<file path="config.mk">
export PLATFORM = sky130hd
export DESIGN_NAME = nested_irq_ctrl
export DESIGN_NICKNAME = d
export VERILOG_FILES = /design/src/rtl/nic_pkg.sv /design/src/rtl/nic_flag_cell.sv /design/src/rtl/nic_pick.sv /design/src/rtl/nic_nest.sv /design/src/rtl/nic_seq.sv /design/src/rtl/nested_irq_ctrl.sv
export SDC_FILE = /design/constraint.sdc
export NUM_CORES = 1
export LEC_CHECK = 0
export BUFFER_PORTS_ARGS = -buffer_cell sky130_fd_sc_hd__buf_2
export CORE_MARGIN = 2
export CORE_UTILIZATION = 44
export CTS_CLUSTER_DIAMETER = 30
export CTS_CLUSTER_SIZE = 14
export DETAILED_ROUTE_END_ITERATION = 12
export HOLD_SLACK_MARGIN = 0.15
export PLACE_DENSITY = 0.69
export SYNTH_ARGS = -nofsm -noshare
export SYNTH_HDL_FRONTEND = slang
export SYNTH_HIERARCHICAL = 1
export SYNTH_SLANG_ARGS = --single-unit
</file>
<file path="constraint.sdc">
create_clock -name clk -period 1 [get_ports clk]
set_input_delay 0.1 -clock clk [delete_from_list [all_inputs] [get_ports clk]]
set_output_delay 0.1 -clock clk [all_outputs]
set_load 0.1 [all_outputs]
</file>
<file path="src/rtl/nic_pkg.sv">
package nic_pkg;

  // call sequencer states
  typedef enum logic [0:0] {
    SEQ_IDLE = 1'b0,
    SEQ_CALL = 1'b1
  } seq_state_e;

  // byte stride between consecutive vector entries (shift amount)
  localparam int unsigned VEC_SHIFT = 3;

endpackage

</file>
<file path="src/rtl/nic_flag_cell.sv">
// One CPU-side pending flag with its request-edge detector.
module nic_flag_cell #(
  parameter bit IS_LEVEL = 1'b0,
  parameter bit HW_CLR   = 1'b0
) (
  input  logic clk,
  input  logic rst_n,
  input  logic req,
  input  logic sw_clr,
  input  logic take,
  output logic flag
);

  logic req_q;
  logic flag_q;
  logic flag_d;
  logic set_ev;
  logic clr_ev;

  always_comb begin
    if (IS_LEVEL) begin
      set_ev = req;
    end else begin
      set_ev = req & ~req_q;
    end
    clr_ev = sw_clr | (take & HW_CLR);
    // a set in the same cycle as a clear wins
    flag_d = set_ev | (flag_q & ~clr_ev);
  end

  always_ff @(posedge clk or negedge rst_n) begin
    if (!rst_n) begin
      req_q  <= 1'b0;
      flag_q <= 1'b0;
    end else begin
      req_q  <= req;
      flag_q <= flag_d;
    end
  end

  assign flag = flag_q;

endmodule

</file>
<file path="src/rtl/nic_pick.sv">
// Selects the highest-index request that lies strictly above every
// active service level.
module nic_pick #(
  parameter int unsigned NSRC  = 6,
  parameter int unsigned IDX_W = 3
) (
  input  logic [NSRC-1:0]  req_vec,
  input  logic [NSRC-1:0]  active,
  output logic             hit,
  output logic [IDX_W-1:0] idx
);

  logic [NSRC-1:0] above_all;
  logic [NSRC-1:0] elig;

  for (genvar i = 0; i < NSRC; i++) begin : g_above
    assign above_all[i] = ~|active[NSRC-1:i];
  end

  assign elig = req_vec & above_all;

  always_comb begin
    hit = 1'b0;
    idx = '0;
    for (int i = 0; i < NSRC; i++) begin
      if (elig[i]) begin
        hit = 1'b1;
        idx = IDX_W'(i);
      end
    end
  end

endmodule

</file>
<file path="src/rtl/nic_nest.sv">
// Record of priority levels in service. Because nesting is strictly
// increasing, a bit set is equivalent to a stack: top = highest set bit.
module nic_nest #(
  parameter int unsigned NSRC  = 6,
  parameter int unsigned IDX_W = 3
) (
  input  logic             clk,
  input  logic             rst_n,
  input  logic             push,
  input  logic [IDX_W-1:0] push_idx,
  input  logic             pop,
  output logic [NSRC-1:0]  active
);

  logic [NSRC-1:0] active_q;
  logic [NSRC-1:0] active_d;
  logic [NSRC-1:0] top_oh;
  logic [NSRC-1:0] push_oh;
  logic            upd_en;

  always_comb begin
    top_oh = '0;
    for (int i = 0; i < NSRC; i++) begin
      if (active_q[i]) begin
        top_oh    = '0;
        top_oh[i] = 1'b1;
      end
    end
    push_oh  = push ? (NSRC'(1) << push_idx) : '0;
    upd_en   = push | pop;
    active_d = (active_q & ~(pop ? top_oh : '0)) | push_oh;
  end

  always_ff @(posedge clk or negedge rst_n) begin
    if (!rst_n) begin
      active_q <= '0;
    end else if (upd_en) begin
      active_q <= active_d;
    end
  end

  assign active = active_q;

endmodule

</file>
<file path="src/rtl/nic_seq.sv">
// Detect-then-call sequencer: captures the winner, waits CALL_LAT
// cycles, then fires the vector strobe.
module nic_seq
  import nic_pkg::*;
#(
  parameter int unsigned IDX_W    = 3,
  parameter int unsigned VEC_W    = 16,
  parameter int unsigned VEC_BASE = 3,
  parameter int unsigned CALL_LAT = 6
) (
  input  logic             clk,
  input  logic             rst_n,
  input  logic             hit,
  input  logic [IDX_W-1:0] idx,
  output logic             start,
  output logic             fire,
  output logic [IDX_W-1:0] take_idx,
  output logic             vec_valid,
  output logic [VEC_W-1:0] vec_addr,
  output logic [IDX_W-1:0] vec_src
);

  localparam int unsigned CNT_W = $clog2(CALL_LAT + 1);

  seq_state_e       st_q, st_d;
  logic [CNT_W-1:0] cnt_q, cnt_d;
  logic [IDX_W-1:0] idx_q, idx_d;
  logic             valid_q;
  logic [VEC_W-1:0] addr_q, addr_d;
  logic [IDX_W-1:0] src_q;

  always_comb begin
    start = (st_q == SEQ_IDLE) && hit;
    fire  = (st_q == SEQ_CALL) && (cnt_q == CNT_W'(CALL_LAT - 1));
    st_d  = st_q;
    cnt_d = cnt_q;
    idx_d = idx_q;
    unique case (st_q)
      SEQ_IDLE: begin
        if (hit) begin
          st_d  = SEQ_CALL;
          cnt_d = '0;
          idx_d = idx;
        end
      end
      SEQ_CALL: begin
        if (fire) begin
          st_d = SEQ_IDLE;
        end else begin
          cnt_d = cnt_q + CNT_W'(1);
        end
      end
      default: st_d = SEQ_IDLE;
    endcase
    addr_d = VEC_W'(VEC_BASE) + (VEC_W'(idx_q) << VEC_SHIFT);
  end

  always_ff @(posedge clk or negedge rst_n) begin
    if (!rst_n) begin
      st_q  <= SEQ_IDLE;
      cnt_q <= '0;
      idx_q <= '0;
    end else begin
      st_q  <= st_d;
      cnt_q <= cnt_d;
      idx_q <= idx_d;
    end
  end

  always_ff @(posedge clk or negedge rst_n) begin
    if (!rst_n) begin
      valid_q <= 1'b0;
    end else begin
      valid_q <= fire;
    end
  end

  always_ff @(posedge clk or negedge rst_n) begin
    if (!rst_n) begin
      addr_q <= '0;
      src_q  <= '0;
    end else if (fire) begin
      addr_q <= addr_d;
      src_q  <= idx_q;
    end
  end

  assign take_idx  = idx_q;
  assign vec_valid = valid_q;
  assign vec_addr  = addr_q;
  assign vec_src   = src_q;

endmodule

</file>
<file path="src/rtl/nested_irq_ctrl.sv">
module nested_irq_ctrl #(
  parameter int unsigned     NSRC         = 6,
  parameter int unsigned     REG_W        = 8,
  parameter int unsigned     VEC_W        = 16,
  parameter int unsigned     VEC_BASE     = 3,
  parameter int unsigned     CALL_LAT     = 6,
  parameter logic [NSRC-1:0] LEVEL_MASK   = 6'b010010,
  parameter logic [NSRC-1:0] AUTOCLR_MASK = 6'b000001,
  parameter int unsigned     IDX_W        = (NSRC > 1) ? $clog2(NSRC) : 1
) (
  input  logic             clk,
  input  logic             rst_n,
  input  logic [NSRC-1:0]  irq_req,
  input  logic             reg_we,
  input  logic             reg_sel,
  input  logic [REG_W-1:0] reg_wdata,
  output logic [REG_W-1:0] reg_rdata,
  input  logic             reti,
  output logic             vec_valid,
  output logic [VEC_W-1:0] vec_addr,
  output logic [IDX_W-1:0] vec_src
);

  logic            rst_meta;
  logic            rst_sync_n;
  logic [NSRC-1:0] en_q;
  logic            en_we;
  logic [NSRC-1:0] sw_clr;
  logic [NSRC-1:0] take_oh;
  logic [NSRC-1:0] flags;
  logic [NSRC-1:0] active;
  logic            hit;
  logic [IDX_W-1:0] cand_idx;
  logic            start;
  logic            fire;
  logic [IDX_W-1:0] take_idx;
  logic            unused_wdata;

  // reset: asserted asynchronously, released on a clock edge
  always_ff @(posedge clk or negedge rst_n) begin
    if (!rst_n) begin
      rst_meta   <= 1'b0;
      rst_sync_n <= 1'b0;
    end else begin
      rst_meta   <= 1'b1;
      rst_sync_n <= rst_meta;
    end
  end

  // enable register
  assign en_we = reg_we & ~reg_sel;

  always_ff @(posedge clk or negedge rst_sync_n) begin
    if (!rst_sync_n) begin
      en_q <= '0;
    end else if (en_we) begin
      en_q <= reg_wdata[NSRC-1:0];
    end
  end

  assign sw_clr       = (reg_we & reg_sel) ? reg_wdata[NSRC-1:0] : '0;
  assign unused_wdata = ^reg_wdata[REG_W-1:NSRC];
  assign take_oh      = fire ? (NSRC'(1) << take_idx) : '0;

  for (genvar s = 0; s < NSRC; s++) begin : g_src
    nic_flag_cell #(
      .IS_LEVEL (LEVEL_MASK[s]),
      .HW_CLR   (AUTOCLR_MASK[s])
    ) u_cell (
      .clk    (clk),
      .rst_n  (rst_sync_n),
      .req    (irq_req[s]),
      .sw_clr (sw_clr[s]),
      .take   (take_oh[s]),
      .flag   (flags[s])
    );
  end

  nic_pick #(
    .NSRC  (NSRC),
    .IDX_W (IDX_W)
  ) u_pick (
    .req_vec (flags & en_q),
    .active  (active),
    .hit     (hit),
    .idx     (cand_idx)
  );

  nic_seq #(
    .IDX_W    (IDX_W),
    .VEC_W    (VEC_W),
    .VEC_BASE (VEC_BASE),
    .CALL_LAT (CALL_LAT)
  ) u_seq (
    .clk       (clk),
    .rst_n     (rst_sync_n),
    .hit       (hit),
    .idx       (cand_idx),
    .start     (start),
    .fire      (fire),
    .take_idx  (take_idx),
    .vec_valid (vec_valid),
    .vec_addr  (vec_addr),
    .vec_src   (vec_src)
  );

  nic_nest #(
    .NSRC  (NSRC),
    .IDX_W (IDX_W)
  ) u_nest (
    .clk      (clk),
    .rst_n    (rst_sync_n),
    .push     (fire),
    .push_idx (take_idx),
    .pop      (reti),
    .active   (active)
  );

  // read mux, upper bits zero
  always_comb begin
    reg_rdata = '0;
    if (reg_sel) begin
      reg_rdata[NSRC-1:0] = flags;
    end else begin
      reg_rdata[NSRC-1:0] = en_q;
    end
  end

endmodule

</file>
After elaboration in Yosys (flattened, before gate mapping). Index checks and enable logic that the tools add are counted.

Register bits: 51. Input bits: 19. Output and inout bits: 28.

Add/subtract/negate cells: 2. Equal/unequal tests: 3. Shifts and indexed selects: 1. Muxes and demuxes: 27. Bitwise operators: 37. Reduce and logical (&&, ||, !) cells: 14.

Operator list (count): $mux 6 (9); $and 6x6->6 (3); $and 1x1->1 (12); $mux 3 (4); $not 1->1 (12); $mux 1 (10); $or 1x1->1 (8); $add 2x6->7 const A (1); $logic_not 1->1 (6); $not 6->6 (1); $or 6x6->6 (1); $pmux 3 s2 (1); $reduce_or 6->1 (1); $shl 1x3->6 const A (1); $reduce_or 5->1 (1); $mux 2 (2); $ne 2x2->1 const B (2); $reduce_and 2->1 (2); $reduce_or 4->1 (1); $add 3x1->3 const B (1); $eq 3x3->1 const B (1); $reduce_or 3->1 (1); $pmux 1 s2 (1); $reduce_or 2->1 (1); $logic_and 1x1->1 (1).

Depth between registers and ports, before layout.
Depth after elaboration: 11. Mapped depth: 7.

Cells and area by module. Netlist, hierarchy kept.

Modules (own cells, without submodules): nic_seq (times used 1, cells each 55, area an instance 660.6 um^2, seq. area each 300.3 um^2); nested_irq_ctrl (times used 1, cells each 48, area an instance 533.0 um^2, seq. area each 200.2 um^2); nic_nest (times used 1, cells each 23, area an instance 272.8 um^2, seq. area each 150.1 um^2); nic_flag_cell at g_src[2].u_cell ... (times used 3, cells each 5, area an instance 70.1 um^2, seq. area each 50.0 um^2); nic_pick (times used 1, cells each 15, area an instance 90.1 um^2, seq. area each 0.0 um^2); nic_flag_cell at g_src[0].u_cell (times used 1, cells each 5, area an instance 73.8 um^2, seq. area each 50.0 um^2); nic_flag_cell at g_src[1].u_cell ... (times used 2, cells each 3, area an instance 36.3 um^2, seq. area each 25.0 um^2).

Least setup slack after synthesis. OpenSTA, ideal clock, no wires.

Path kind: register to register. From: register g_src[2].u_cell.flag_q. To: register u_seq.idx_q[0], in the netlist u_seq/take_idx[0]. Setup time: 128 ps. Data arrival time: 1481 ps. Data required time: 872 ps. Path slack: -609 ps. Cell stages (with the launch flop): 7. Cells stage by stage: dfrtp_1 and2_1 nor2b_1 o21ai_0 nand3b_1 and2b_1 mux2_1.

Word-level cells in the longest chain between the ends: 7. Elaborated cells on any way between the ends: 11. Classes of those cells: mux (8); bitwise (2); reduce/logical (1).

RTL lines: start: declaration (RTL line nic_flag_cell.sv:15) `logic flag_q;`; start signal: assignment (RTL line nic_flag_cell.sv:37) `flag_q <= flag_d;`; $and 6x6->6 (RTL line nested_irq_ctrl.sv:83) `.req_vec (flags & en_q),`; $and 6x6->6 (RTL line nic_pick.sv:20) `assign elig = req_vec & above_all;`; $mux 1 (4 in series) (RTL line nic_pick.sv:26) `if (elig[i]) begin`; via hit (RTL line nested_irq_ctrl.sv:32) `logic hit;`; $reduce_and 2->1 (no line); end signal: assignment (RTL line nic_seq.sv:66) `idx_q <= idx_d;`; end: declaration (RTL line nic_seq.sv:27) `logic [IDX_W-1:0] idx_q, idx_d;`.

The timed path passes the listed nets, and every way through them passes these cells. A chain may end at the register's enable or synchronous reset.

Worst setup path after layout.
From: register u_nest.active_q[4], in the netlist u_nest/active[4]. To: register u_seq.cnt_q[0].

Word-level cells in the longest chain between the ends: 11. Elaborated cells on any way between the ends: 19. Classes of those cells: eq/ne (1); mux (6); bitwise (1); reduce/logical (11).

RTL lines: start: declaration (RTL line nic_nest.sv:15) `logic [NSRC-1:0] active_q;`; start signal: assignment (RTL line nic_nest.sv:38) `active_q <= active_d;`; $reduce_or 6->1 (RTL line nic_pick.sv:17) `assign above_all[i] = ~|active[NSRC-1:i];`; $logic_not 1->1 (RTL line nic_pick.sv:17); $and 6x6->6 (*) (RTL line nic_pick.sv:20); $mux 1 (4 in series) (RTL line nic_pick.sv:26); $mux 1 (*) (2 in series) (RTL line nic_pick.sv:26); via hit (RTL line nested_irq_ctrl.sv:32); $ne 2x2->1 (no line) (*); $reduce_and 2->1 (no line) (*); end signal: assignment (RTL line nic_seq.sv:65) `cnt_q <= cnt_d;`; end: declaration (RTL line nic_seq.sv:26) `logic [CNT_W-1:0] cnt_q, cnt_d;`.

The timed path passes the listed nets; every way through them passes the cells marked *.

==> metrics.cfg <==
[timing]
timing.hold.ws_ns = 0.208
hold_viol = 0
final_max_slew_viol_count = 0
timing.fmax_ghz = 0.605
period_needed_ns = 1.65
fin_ws_ns = -0.652
clock_skew_ns = 0.00984
setup_viol = 32
min_period_over_period_pct = 165
rsz0062_at_grt = true
finalSetupTns_ns = -10.49

[clock_network]
cts-buffers-inserted = 5
clkSlewWorstSetupHoldPaths_ns = 0.08
htreeDepth = 2
clkLatencyLatePin_ns = 0.30
clock_path_buffers = 2
cts_tree = yes
clock_sinks = 36
cts-root-buf = clkbuf_8

[hold_path]
hold_path.class = input port to register

[pwr]
powerDensity_nw_per_um2 = 2930
ir_worst_vdd_mv = 1.83
p_leak_uw = 0.00151

[die]
dieArea_um2 = 4790
die_w_um = 69.2
core_um2 = 4060
dieHeight_um = 69.2
rows = 23
start_util_pct = 46.2
io-pin-count = 47

[cells_and_area]
num-fill-cells = 244
area_delta_synth_final_pct = 64.7
stdcell_area_um2 = 3080
final_util_pct = 76.0
diodes = 0
nets = 273
drive_gt1_share_pct = 56.9

[worst_setup_path]
cp_max_fo = 6
start_kind = register
worstSetupPathType = register to register
cp-end-kind = register
cp.required_ns = 1.18
cp.arrival_ns = 1.83

[run_status]
violations = setup timing
status = complete, but fails checks

[yosys]
synth_area_um2 = 1870
synth_cells = 160
ys_warn_count = 6
syn_area_per_cell_um2 = 11.7

[placed_design]
port_buffers = 31
dp_hpwl_mm = 3.06
gp_congestion = 0.788
dp_slack_ns = -0.599
place_area_um2 = 2480

[flow_run]
maxCapViolCount = 0

[grt]
grt-ovfl-total = 0
antenna_found_initial = 0
grt_max_degree = 35
grt_pass1_wl_mm = 8.31
track_usage_pct = 22.5
grt_pass1_vias = 1698

[drt]
drt_iter0_drc = 66
vias = 1559
drtPass1Iterations = 4
post_drt_via_cell_ratio = 5.15
ant_nets = 0
totalWireLength_mm = 5.27
wl_per_cell_um = 17.4
drt_drc_violations_left = 0

==> metal layers <==
metal  part of all wire [%]  global-route usage (%)  vias to the layer above
met4                    5.3                    14.2                        0
met3                    4.0                    5.96                       28
li1                       -                       -                      702
met2                     54                    38.9                       54
met5                      0                       0                        -
met1                     37                    24.4                      775
==> final timing paths <==
check / startpoint / to / slack, ns / depth (start not counted)
max: u_nest/active[4] / u_seq/cnt_q[0] / -0.65 / 6
min: reti / u_nest/active[4] / 0.21 / 4
max reg2reg: u_nest/active[4] / u_seq/cnt_q[0] / -0.65 / 6
min reg2reg: rst_sync_n / u_seq/take_idx[2] / 0.22 / 1
max in group asynchronous: rst_n / rst_sync_n / 0.22 / 3
min in group asynchronous: rst_sync_n / u_seq/take_idx[2] / 0.22 / 1
==> state kept, by name, indices dropped and copies added (netlist names), 2 cells and up <==
signal and cells:
u_seq/cnt_q 3, u_nest/active 6, u_seq/take_idx 3, u_seq/vec_addr 2, u_seq/vec_src 2, g_src.u_cell/req_q 4, g_src.u_cell/flag 6, en_q 6
==> per-stage QoR <==
stage               cells  total power (uW)
finish                303              9040
global route          303              9370
CTS                   300              8650
floorplan             171              5320
global placement      267              6710
detailed placement    267              6890
==> layout by cell type (no fill, tap or decap), types with 4 or more instances in the layout <==
cell type,count
and3_1,5
dlygate4sd3_1,15
buf_2,16
buf_4,30
conb_1,14
buf_6,15
mux2_4,18
inv_1,14
dfrtp_4,4
dfrtp_1,30
clkbuf_8,6
nand2b_4,4
buf_12,18
and2_1,4
==> where the power goes <==
part | internal (uW) | total, uW | switching (uW)
clock | 551 | 1130 | 575
sequential | 1870 | 2310 | 440
combinational | 2620 | 5610 | 2990
total | 5040 | 9040 | 4010
==> critical path: stages, from the launching register on <==
cell      delay, ns
dfrtp_2        0.47
nor3_4         0.26
o211ai_1       0.15
nand3b_1       0.13
buf_4          0.14
nor2_2         0.04
a221o_1        0.35
==> timing repair <==
| item | CTS | global route |
|---|---|---|
| pin swaps | 6 | 2 |
| hold endpoints to repair | 19 | 0 |
| setup buffers | 11 | 7 |
| hold buffers | 15 | 0 |
| setup endpoints to repair | 32 | 36 |
| gates resized for setup | 52 | 17 |
==> area by class of cell <==
type	instances	area, um2	area share, %
clock buffer	6	82.6	2.68
sequential	36	918	29.8
multi-input combinational	99	961	31.2
inverter	16	65.1	2.11
timing repair buffer	94	985	31.9
clock inverter	2	10.0	0.325
tap	50	62.6	2.03
Note: power is estimated with default switching activity, not from simulation.
